===== src/rtl/mdio_pkg.sv =====
package mdio_pkg;
  localparam int PHY_AW = 5;
  localparam int REG_AW = 5;
  localparam int DATA_W = 16;
  localparam int WORD_W = 32;

  // access word field positions (software-visible)
  localparam int ACC_BUSY = 31;
  localparam int ACC_WR   = 30;
  localparam int REG_LSB  = 21;
  localparam int PHY_LSB  = 16;

  // control word field positions
  localparam int CTL_IDLE = 31;
  localparam int CTL_EN   = 30;

  typedef enum logic [1:0] {
    SEL_CTRL   = 2'd0,
    SEL_ACCESS = 2'd1,
    SEL_ALIVE  = 2'd2
  } reg_sel_e;

  typedef struct packed {
    logic              wr;
    logic [PHY_AW-1:0] phy;
    logic [REG_AW-1:0] regad;
    logic [DATA_W-1:0] data;
  } mdio_cmd_t;
endpackage


===== src/rtl/mdio_clk_div.sv =====
module mdio_clk_div #(
  parameter int DIV_W = 8
) (
  input  logic             clk_i,
  input  logic             rst_ni,
  input  logic             run_i,
  input  logic [DIV_W-1:0] div_i,
  output logic             mdc_o,
  output logic             rise_o,
  output logic             fall_o
);
  logic [DIV_W-1:0] cnt_q, div_eff;
  logic [DIV_W:0]   hi_start, cnt_inc;
  logic             mdc_q;

  // period is div_eff+1 clocks; a divider of 0 is clamped to 1
  assign div_eff  = (div_i == '0) ? DIV_W'(1) : div_i;
  assign hi_start = ({1'b0, div_eff} + (DIV_W+1)'(1)) >> 1;
  assign cnt_inc  = {1'b0, cnt_q} + (DIV_W+1)'(1);

  // strobes qualify the edge at which mdc_q changes
  assign fall_o = run_i && (cnt_q == div_eff);
  assign rise_o = run_i && (cnt_inc == hi_start);
  assign mdc_o  = mdc_q & run_i;

  always_ff @(posedge clk_i or negedge rst_ni) begin
    if (!rst_ni) begin
      cnt_q <= '0;
      mdc_q <= 1'b0;
    end else if (!run_i || fall_o) begin
      cnt_q <= '0;
      mdc_q <= 1'b0;
    end else begin
      cnt_q <= cnt_inc[DIV_W-1:0];
      mdc_q <= (cnt_inc >= hi_start);
    end
  end
endmodule


===== src/rtl/mdio_frame_engine.sv =====
module mdio_frame_engine
  import mdio_pkg::*;
#(
  parameter int PRE_LEN = 32
) (
  input  logic              clk_i,
  input  logic              rst_ni,
  input  logic              en_i,
  input  logic              start_i,
  input  mdio_cmd_t         cmd_i,
  input  logic              rise_i,
  input  logic              fall_i,
  input  logic              mdio_i,
  output logic              active_o,
  output logic              mdio_o,
  output logic              mdio_oe_o,
  output logic              done_o,
  output logic              alive_o,
  output logic [DATA_W-1:0] rdata_o
);
  localparam int FRAME_LEN = PRE_LEN + 32;
  localparam int IDX_W     = $clog2(FRAME_LEN);
  localparam logic [IDX_W-1:0] TA_IDX    = IDX_W'(PRE_LEN + 14);
  localparam logic [IDX_W-1:0] ALIVE_IDX = IDX_W'(PRE_LEN + 15);
  localparam logic [IDX_W-1:0] DATA_IDX  = IDX_W'(PRE_LEN + 16);
  localparam logic [IDX_W-1:0] LAST_IDX  = IDX_W'(FRAME_LEN - 1);

  logic                 active_q, wr_q;
  logic [IDX_W-1:0]     idx_q;
  logic [FRAME_LEN-1:0] sh_q, img;
  logic [DATA_W-1:0]    rdata_q;

  always_comb begin
    img = {{PRE_LEN{1'b1}}, 2'b01,
           cmd_i.wr ? 2'b01 : 2'b10,
           cmd_i.phy, cmd_i.regad,
           cmd_i.wr ? 2'b10 : 2'b11,
           cmd_i.wr ? cmd_i.data : {DATA_W{1'b1}}};
  end

  always_ff @(posedge clk_i or negedge rst_ni) begin
    if (!rst_ni) begin
      active_q <= 1'b0;
      wr_q     <= 1'b0;
      idx_q    <= '0;
      sh_q     <= '0;
      rdata_q  <= '0;
    end else if (!en_i) begin
      active_q <= 1'b0;
    end else if (start_i && !active_q) begin
      active_q <= 1'b1;
      wr_q     <= cmd_i.wr;
      idx_q    <= '0;
      sh_q     <= img;
    end else if (active_q) begin
      if (rise_i && !wr_q && idx_q >= DATA_IDX)
        rdata_q <= {rdata_q[DATA_W-2:0], mdio_i};
      if (fall_i) begin
        sh_q  <= sh_q << 1;
        idx_q <= idx_q + IDX_W'(1);
        if (idx_q == LAST_IDX) active_q <= 1'b0;
      end
    end
  end

  assign active_o  = active_q;
  assign mdio_o    = active_q && sh_q[FRAME_LEN-1];
  assign mdio_oe_o = active_q && (wr_q || idx_q < TA_IDX);
  assign done_o    = active_q && fall_i && (idx_q == LAST_IDX);
  assign alive_o   = active_q && rise_i && !wr_q && (idx_q == ALIVE_IDX) && !mdio_i;
  assign rdata_o   = rdata_q;
endmodule


===== src/rtl/mdio_ctrl.sv =====
module mdio_ctrl
  import mdio_pkg::*;
#(
  parameter int DIV_W   = 8,
  parameter int PRE_LEN = 32
) (
  input  logic        clk_i,
  input  logic        rst_ni,
  input  logic [1:0]  reg_sel_i,
  input  logic        reg_we_i,
  input  logic [31:0] reg_wdata_i,
  output logic [31:0] reg_rdata_o,
  output logic        mdc_o,
  output logic        mdio_o,
  output logic        mdio_oe_o,
  input  logic        mdio_i
);
  localparam int ALIVE_W = 1 << PHY_AW;

  logic               en_q, busy_q;
  logic [DIV_W-1:0]   div_q;
  mdio_cmd_t          cmd_q, acc_cmd;
  logic [ALIVE_W-1:0] alive_q;

  logic wr_ctrl, wr_acc, start, active, done, alive_hit, rise, fall;
  logic [DATA_W-1:0] rdata;
  logic unused_wdata;

  assign wr_ctrl = reg_we_i && (reg_sel_e'(reg_sel_i) == SEL_CTRL);
  assign wr_acc  = reg_we_i && (reg_sel_e'(reg_sel_i) == SEL_ACCESS);
  assign unused_wdata = ^reg_wdata_i;

  assign acc_cmd.wr    = reg_wdata_i[ACC_WR];
  assign acc_cmd.phy   = reg_wdata_i[PHY_LSB +: PHY_AW];
  assign acc_cmd.regad = reg_wdata_i[REG_LSB +: REG_AW];
  assign acc_cmd.data  = reg_wdata_i[DATA_W-1:0];

  assign start = wr_acc && !busy_q && en_q && reg_wdata_i[ACC_BUSY];

  always_ff @(posedge clk_i or negedge rst_ni) begin
    if (!rst_ni) begin
      en_q    <= 1'b0;
      div_q   <= '0;
      busy_q  <= 1'b0;
      cmd_q   <= '0;
      alive_q <= '0;
    end else begin
      if (wr_ctrl) begin
        en_q  <= reg_wdata_i[CTL_EN];
        div_q <= reg_wdata_i[DIV_W-1:0];
      end
      if (!en_q) begin
        busy_q <= 1'b0;
      end else if (done) begin
        busy_q <= 1'b0;
        if (!cmd_q.wr) cmd_q.data <= rdata;
      end else if (start) begin
        busy_q <= 1'b1;
      end
      // a go request while disabled is dropped whole
      if (wr_acc && !busy_q && !(reg_wdata_i[ACC_BUSY] && !en_q))
        cmd_q <= acc_cmd;
      if (alive_hit) alive_q[cmd_q.phy] <= 1'b1;
    end
  end

  mdio_clk_div #(.DIV_W(DIV_W)) u_div (
    .clk_i  (clk_i),
    .rst_ni (rst_ni),
    .run_i  (active),
    .div_i  (div_q),
    .mdc_o  (mdc_o),
    .rise_o (rise),
    .fall_o (fall)
  );

  mdio_frame_engine #(.PRE_LEN(PRE_LEN)) u_eng (
    .clk_i     (clk_i),
    .rst_ni    (rst_ni),
    .en_i      (en_q),
    .start_i   (start),
    .cmd_i     (acc_cmd),
    .rise_i    (rise),
    .fall_i    (fall),
    .mdio_i    (mdio_i),
    .active_o  (active),
    .mdio_o    (mdio_o),
    .mdio_oe_o (mdio_oe_o),
    .done_o    (done),
    .alive_o   (alive_hit),
    .rdata_o   (rdata)
  );

  always_comb begin
    reg_rdata_o = '0;
    unique case (reg_sel_e'(reg_sel_i))
      SEL_CTRL: begin
        reg_rdata_o[CTL_IDLE]    = !busy_q;
        reg_rdata_o[CTL_EN]      = en_q;
        reg_rdata_o[DIV_W-1:0]   = div_q;
      end
      SEL_ACCESS: begin
        reg_rdata_o[ACC_BUSY]            = busy_q;
        reg_rdata_o[ACC_WR]              = cmd_q.wr;
        reg_rdata_o[REG_LSB +: REG_AW]   = cmd_q.regad;
        reg_rdata_o[PHY_LSB +: PHY_AW]   = cmd_q.phy;
        reg_rdata_o[DATA_W-1:0]          = cmd_q.data;
      end
      SEL_ALIVE: reg_rdata_o = alive_q;
      default:   reg_rdata_o = '0;
    endcase
  end
endmodule


===== config.mk =====
export PLATFORM = sky130hd
export DESIGN_NAME = mdio_ctrl
export DESIGN_NICKNAME = d
export VERILOG_FILES = /design/src/rtl/mdio_pkg.sv /design/src/rtl/mdio_clk_div.sv /design/src/rtl/mdio_frame_engine.sv /design/src/rtl/mdio_ctrl.sv
export SDC_FILE = /design/constraint.sdc
export NUM_CORES = 1
export LEC_CHECK = 0
export ABC_AREA = 1
export BUFFER_PORTS_ARGS = -buffer_cell sky130_fd_sc_hd__buf_2
export CORE_ASPECT_RATIO = 0.6
export CORE_MARGIN = 10
export CORE_UTILIZATION = 45
export DETAILED_ROUTE_END_ITERATION = 8
export SLEW_MARGIN = 20
export SYNTH_ARGS = -nofsm -noshare
export SYNTH_HDL_FRONTEND = slang
export SYNTH_SLANG_ARGS = --single-unit
export TNS_END_PERCENT = 1

===== constraint.sdc =====
create_clock -name clk_i -period 8 [get_ports clk_i]
set_input_delay 0.8 -clock clk_i [delete_from_list [all_inputs] [get_ports clk_i]]
set_output_delay 0.8 -clock clk_i [all_outputs]
set_load 0.02 [all_outputs]

After elaboration in Yosys (flattened, before gate mapping)

Index checks and enable logic that the tools add are counted.

Word-level logic and storage cells: 103
Input port bits: 38
Flip-flop bits (word level): 166

$add $sub $neg: 3
Reduce and logical (&&, ||, !) cells: 39
Equality and inequality tests: 8
Multiplexer cells: 30
Bitwise gates (word level): 3
Magnitude comparators: 5

Operator list:

| kind                | number |
|---|---|
| $mux 64             | 3 |
| $mux 16             | 5 |
| $pmux 18 s2         | 1 |
| $or 32x32->32       | 1 |
| $pmux 8 s3          | 1 |
| $logic_and 1x1->1   | 21 |
| $add 8x1->9 const B | 2 |
| $mux 6              | 3 |
| $mux 8              | 2 |
| $eq 6x6->1 const B  | 2 |
| $mux 1              | 11 |
| $eq 9x8->1          | 1 |
| $ge 9x8->1          | 1 |
| $eq 8x8->1          | 1 |
| $logic_not 8->1     | 1 |
| $reduce_bool 2->1   | 4 |
| $add 6x1->6 const B | 1 |
| $ge 6x6->1 const B  | 1 |
| $logic_not 1->1     | 6 |
| $lt 5x6->1 const B  | 1 |
| $lt 6x6->1 const B  | 1 |
| $pmux 2 s3          | 1 |
| $reduce_and 3->1    | 2 |
| $demux 1 s5         | 1 |
| 13 further kinds    | 14 |

Logic depth before layout (Yosys ltp)

Word-level depth: 9
Mapped depth: 17
Depth with buffers taken out: 15

By module

From an unflattened synthesis, not the netlist that was laid out.

Cell total of the unflattened synthesis: 1018
Area total of the unflattened synthesis: 8430.6 um^2

Modules (own cells, without submodules):

| module            | instances | area an instance (um^2) | cells each |
|---|---|---|---|
| mdio_frame_engine | 1         | 3958.8                  | 421 |
| mdio_ctrl         | 1         | 3530.9                  | 447 |
| mdio_clk_div      | 1         | 940.9                   | 150 |

Least setup slack after synthesis

Ideal clock, no wire load.

Kind: input to output
From: input port reg_sel_i[1]
To: output port reg_rdata_o[31]
Path slack: 5.171 ns
Buffers on the path: 2
Data arrival time: 2.029 ns
Data required time: 7.200 ns
Stages: 6
Cell sequence: inv_1 ha_1 clkbuf_1 buf_1 nand2_1 a31oi_1

Longest elaborated chain between the ends: 2
Elaborated cells between the ends (all ways): 4
Those cells by class: eq/ne: 2; mux: 1; reduce/logical: 1

RTL lines:

| item                               | line            | text |
|---|---|---|
| start: declaration                 | mdio_ctrl.sv:9  | `input logic [1:0] reg_sel_i,` |
| $eq 2x2->1 (tied with other cells) | mdio_ctrl.sv:96 | `unique case (reg_sel_e'(reg_sel_i))` |
| $pmux 2 s3 *                       | mdio_ctrl.sv:96 |  |
| end: declaration                   | mdio_ctrl.sv:12 | `output logic [31:0] reg_rdata_o,` |

Mark *: on every way between the ends. The rest lies on a longest branch, timed or not.

Worst setup path in the final report

From: input port reg_sel_i[1]
To: register u_eng.rdata_q[11] (netlist: u_eng.rdata_o[11])

Longest elaborated chain between the ends: 8

RTL lines:

| item                              | line                    | text |
|---|---|---|
| $eq 2x1->1                        | mdio_ctrl.sv:30         | `assign wr_acc = reg_we_i && (reg_sel_e'(reg_sel_i) == SEL_ACCESS);` |
| $logic_and 1x1->1                 | mdio_ctrl.sv:30         |  |
| $logic_and 1x1->1 (3 in series)   | mdio_ctrl.sv:38         | `assign start = wr_acc && !busy_q && en_q && reg_wdata_i[ACC_BUSY];` |
| $logic_and 1x1->1                 | mdio_frame_engine.sv:50 | `end else if (start_i && !active_q) begin` |
| $not 1->1 (no source line)        | -                       |  |
| $reduce_and 4->1 (no source line) | -                       |  |
| end signal: assignment            | mdio_frame_engine.sv:57 | `rdata_q <= {rdata_q[DATA_W-2:0], mdio_i};` |
| end: declaration                  | mdio_frame_engine.sv:31 | `logic [DATA_W-1:0] rdata_q;` |

Every way passes these cells.
A chain may end at the register's enable or synchronous reset.

==> impl_metrics.tcl <==
set metrics [dict create \
    synth-edff-count 0 \
    grt_first_pass_wirelength_microns 35900 \
    slew_violations 0 \
    drc 0 \
    max_stage_delay_ns 0.52 \
    coreArea_sq_mm 0.0183 \
    cp.arrival_ns 4.02 \
    critPathBufInv 6 \
    routed_wl_microns 21300 \
    min_path_type "primary input to asynchronous set/reset pin" \
    grt_usage_pct 17.6 \
    syn2layout_area_growth_pct 11.9 \
    avgSynthCellArea_sq_um 7.91 \
    cts_tree "built" \
    dieArea_sq_mm 0.0250 \
    dp.cells 1334 \
    grt.overflow.total 0 \
    fp.dieH_microns 127 \
    drt_iter0_drc 555 \
    grt_pass1_vias 6701 \
    r2r_start "div_q[0]" \
    antenna_cells 0 \
    crit_chain "buf_2, inv_1, ha_1, buf_4, nand2_1, nor2_1, nand3_1, nor2_4, buf_4, inv_2, nand4_1, inv_2, nand2_1, nand2_1, nand2_1" \
    ctsHoldBuffers 0 \
    holdWs_ns 0.358 \
    wl_per_cell_microns 15.6 \
    ys_types 32 \
    num_vias 6967 \
    fin_skew_ns 0.0155 \
    ioPinCount 73 \
    port_buffers 68 \
    worstRegToRegCells 15 \
    cts_resized 0 \
    ir_drop_mv 0.143 \
    root_buffer "clkbuf_16" \
    min_period_ns 3.65 \
    synth.net_count 1129 \
    rows 38 \
    report.final.hold_viol_count 0 \
    hpwl_microns 14300 \
    cp_top_family "simple AND/OR/NAND/NOR gates" \
    fin_area_sq_mm 0.00953 \
    tns_ns 0 \
    clockBufferDepth 2 \
    timing.fmax_mhz 274 \
    p_per_area_mw_per_mm2 215 \
    htreeDepth 4 \
    die_w_microns 198 \
    status "finished, final reports clean" \
    routed_via_density 5.10 \
    drive_above_1_share_pct 14.7 \
    critPathSlowestCell "nor2_4" \
    maxSlewHeadroom_pct 45.0 \
    ant_nets 0 \
    leakage_uw 0.00519 \
    cts_buffers 17 \
    rrSetupSlack_ns 4.38 \
    post_cts.repair.setup_buffers 0 \
    crit_path_end_kind "register" \
    start_kind "primary input" \
    tightest_slew_ns 0.822 \
    start_util_pct 46.5 \
    synth_ff_type "dfrtp_1" \
    async_reset_ff_share_pct 100 \
    finalCritPeriodShare_pct 45.6 \
    finalSetupViolations 0 \
    worstSkewPairLatency_ns 0.43 \
    critPathMostFrequentCell "nand2_1" \
    synth_area_sq_mm 0.00851 \
    clkTransAtPathRegs_ns 0.07 \
    total_power_uw 2050 \
    ys_warn_count 0 \
    drt_first_pass_iters 7 \
    rr_endpoint "u_eng.rdata_o[11]" \
    synth_seq_cells 166 \
    antenna_found_initial 0 \
    final_cells 1366 \
    worst-path-max-fanout 31 \
    gp_congestion 0.813 \
    synthCells 1077 \
    finalNetCount 1165 \
    crit_type "primary input to register" \
    numClockSinks 166 \
    rsz0062_at_grt "no" \
    grt_max_degree 79 \
    ys_seq_area_share_pct 48.8 \
    worstPathRequired_ns 8.37 \
    dpl_cell_area_sq_mm 0.00895 \
    cap_viol_max_count 0 \
]
## cells in the mapped netlist, types with 2 or more instances
master    count  share of area, %
clkinv_1      2             0.088
buf_2        24               1.4
inv_2         3              0.13
o21ai_0      43               2.5
buf_6         4              0.53
inv_1        70               3.1
o22a_1       15               1.5
o21bai_1     33               2.9
buf_1         4              0.18
ha_1         14               2.1
nor2_2        3              0.22
xor2_1       10               1.0
nor2_1       32               1.4
xnor2_1       8              0.82
nand4_1      10              0.73
or2_2        36               2.6
nand2_1     403                18
nand3_1     110               6.5
nand3b_1      3              0.26
dfrtp_1     166                49
clkbuf_1     26               1.1
a21oi_1      27               1.6
mux2_2        8               1.1
nand2_2       2              0.15
clkbuf_2      2              0.12
nor3_1       13              0.76
## cells by family after synthesis
logic type	Yosys count	synth area share, %
XOR/XNOR	18	1.85
multiplexers	8	1.06
buffers and inverters	136	6.77
AND/OR/NAND/NOR	615	30.8
adder cells (fa/ha/maj)	14	2.06
flip-flops	166	48.8
AO/OA/AOI/OAI	120	8.70
## per-layer routing
metal	routed length, microns	global-route usage, %
met1	11100	26.8
met2	8900	24.6
met3	1110	3.93
met4	118	3.69
met5	0	0
## sequential cells by signal, summed over array words and instances, names as in the netlist
signal and cells:
alive_q 32, busy_q 1, cmd_q 27, div_q 8
en_q 1, u_div.cnt_q 8, u_div.mdc_q 1, u_eng.active_o 1
u_eng.idx_q 6, u_eng.rdata_o 16, u_eng.sh_q 64, u_eng.wr_q 1
## cell type report
cell class              instances  area (sq um)
inverters                      75           282
repair buffers                 78           422
multi-input cells             775          3790
clock inverters                11           114
fillers                      1777          8770
clock buffers                  21           470
flip-flops and latches        166          4150
well taps                     240           300
## worst max path at each step
stage                 startpoint                 to  slack [ns]  depth (start not counted)
floorplan           reg_sel_i[1]    reg_rdata_o[31]        5.17                          6
global placement    reg_sel_i[1]  u_eng.rdata_o[13]        3.99                         15
detailed placement  reg_sel_i[1]  u_eng.rdata_o[11]        3.92                         15
CTS                 reg_sel_i[1]  u_eng.rdata_o[11]        4.36                         15
global route            div_q[0]  u_eng.rdata_o[15]        3.91                         15
finish              reg_sel_i[1]  u_eng.rdata_o[11]        4.35                         15
## worst register-to-register path, stage by stage, from the launching register on
cell	delay, ns
dfrtp_1	0.46
nand2_1	0.15
nor2_1	0.18
nand2_1	0.12
nor2_1	0.17
nand2_1	0.11
nor2_1	0.18
xnor2_1	0.09
ha_1	0.32
nand4_1	0.11
inv_1	0.10
nand4_1	0.10
nor2_2	0.61
nand2_1	0.55
nand2_1	0.20
nand2_1	0.07
## where the power goes
part,total [uW],switching [uW],internal (uW)
registers,956,57.3,899
clock network,825,365,460
logic,267,171,96.0
total,2050,594,1450
## through the flow
step / setup WS, ns / util [%]
finish: 4.35 / 52.1
global route: 3.91 / 52.1
CTS: 4.36 / 52.1
detailed placement: 3.92 / 48.9
global placement: 3.99 / 48.9
floorplan: 5.17 / -
## cells in the final DEF, fill, tap and decap left out, types with 10 or more instances in the layout
cell type	n
buf_4	10
dfrtp_1	166
nand3_1	110
xor2_1	10
nor3_1	13
ha_1	14
clkbuf_16	17
nand4_1	10
o22a_1	15
o21bai_1	33
inv_1	70
nor2_1	32
nand2_1	401
or2_2	36
a21oi_1	27
buf_2	67
o21ai_0	43
No activity file was read; power rests on OpenSTA's default activity.
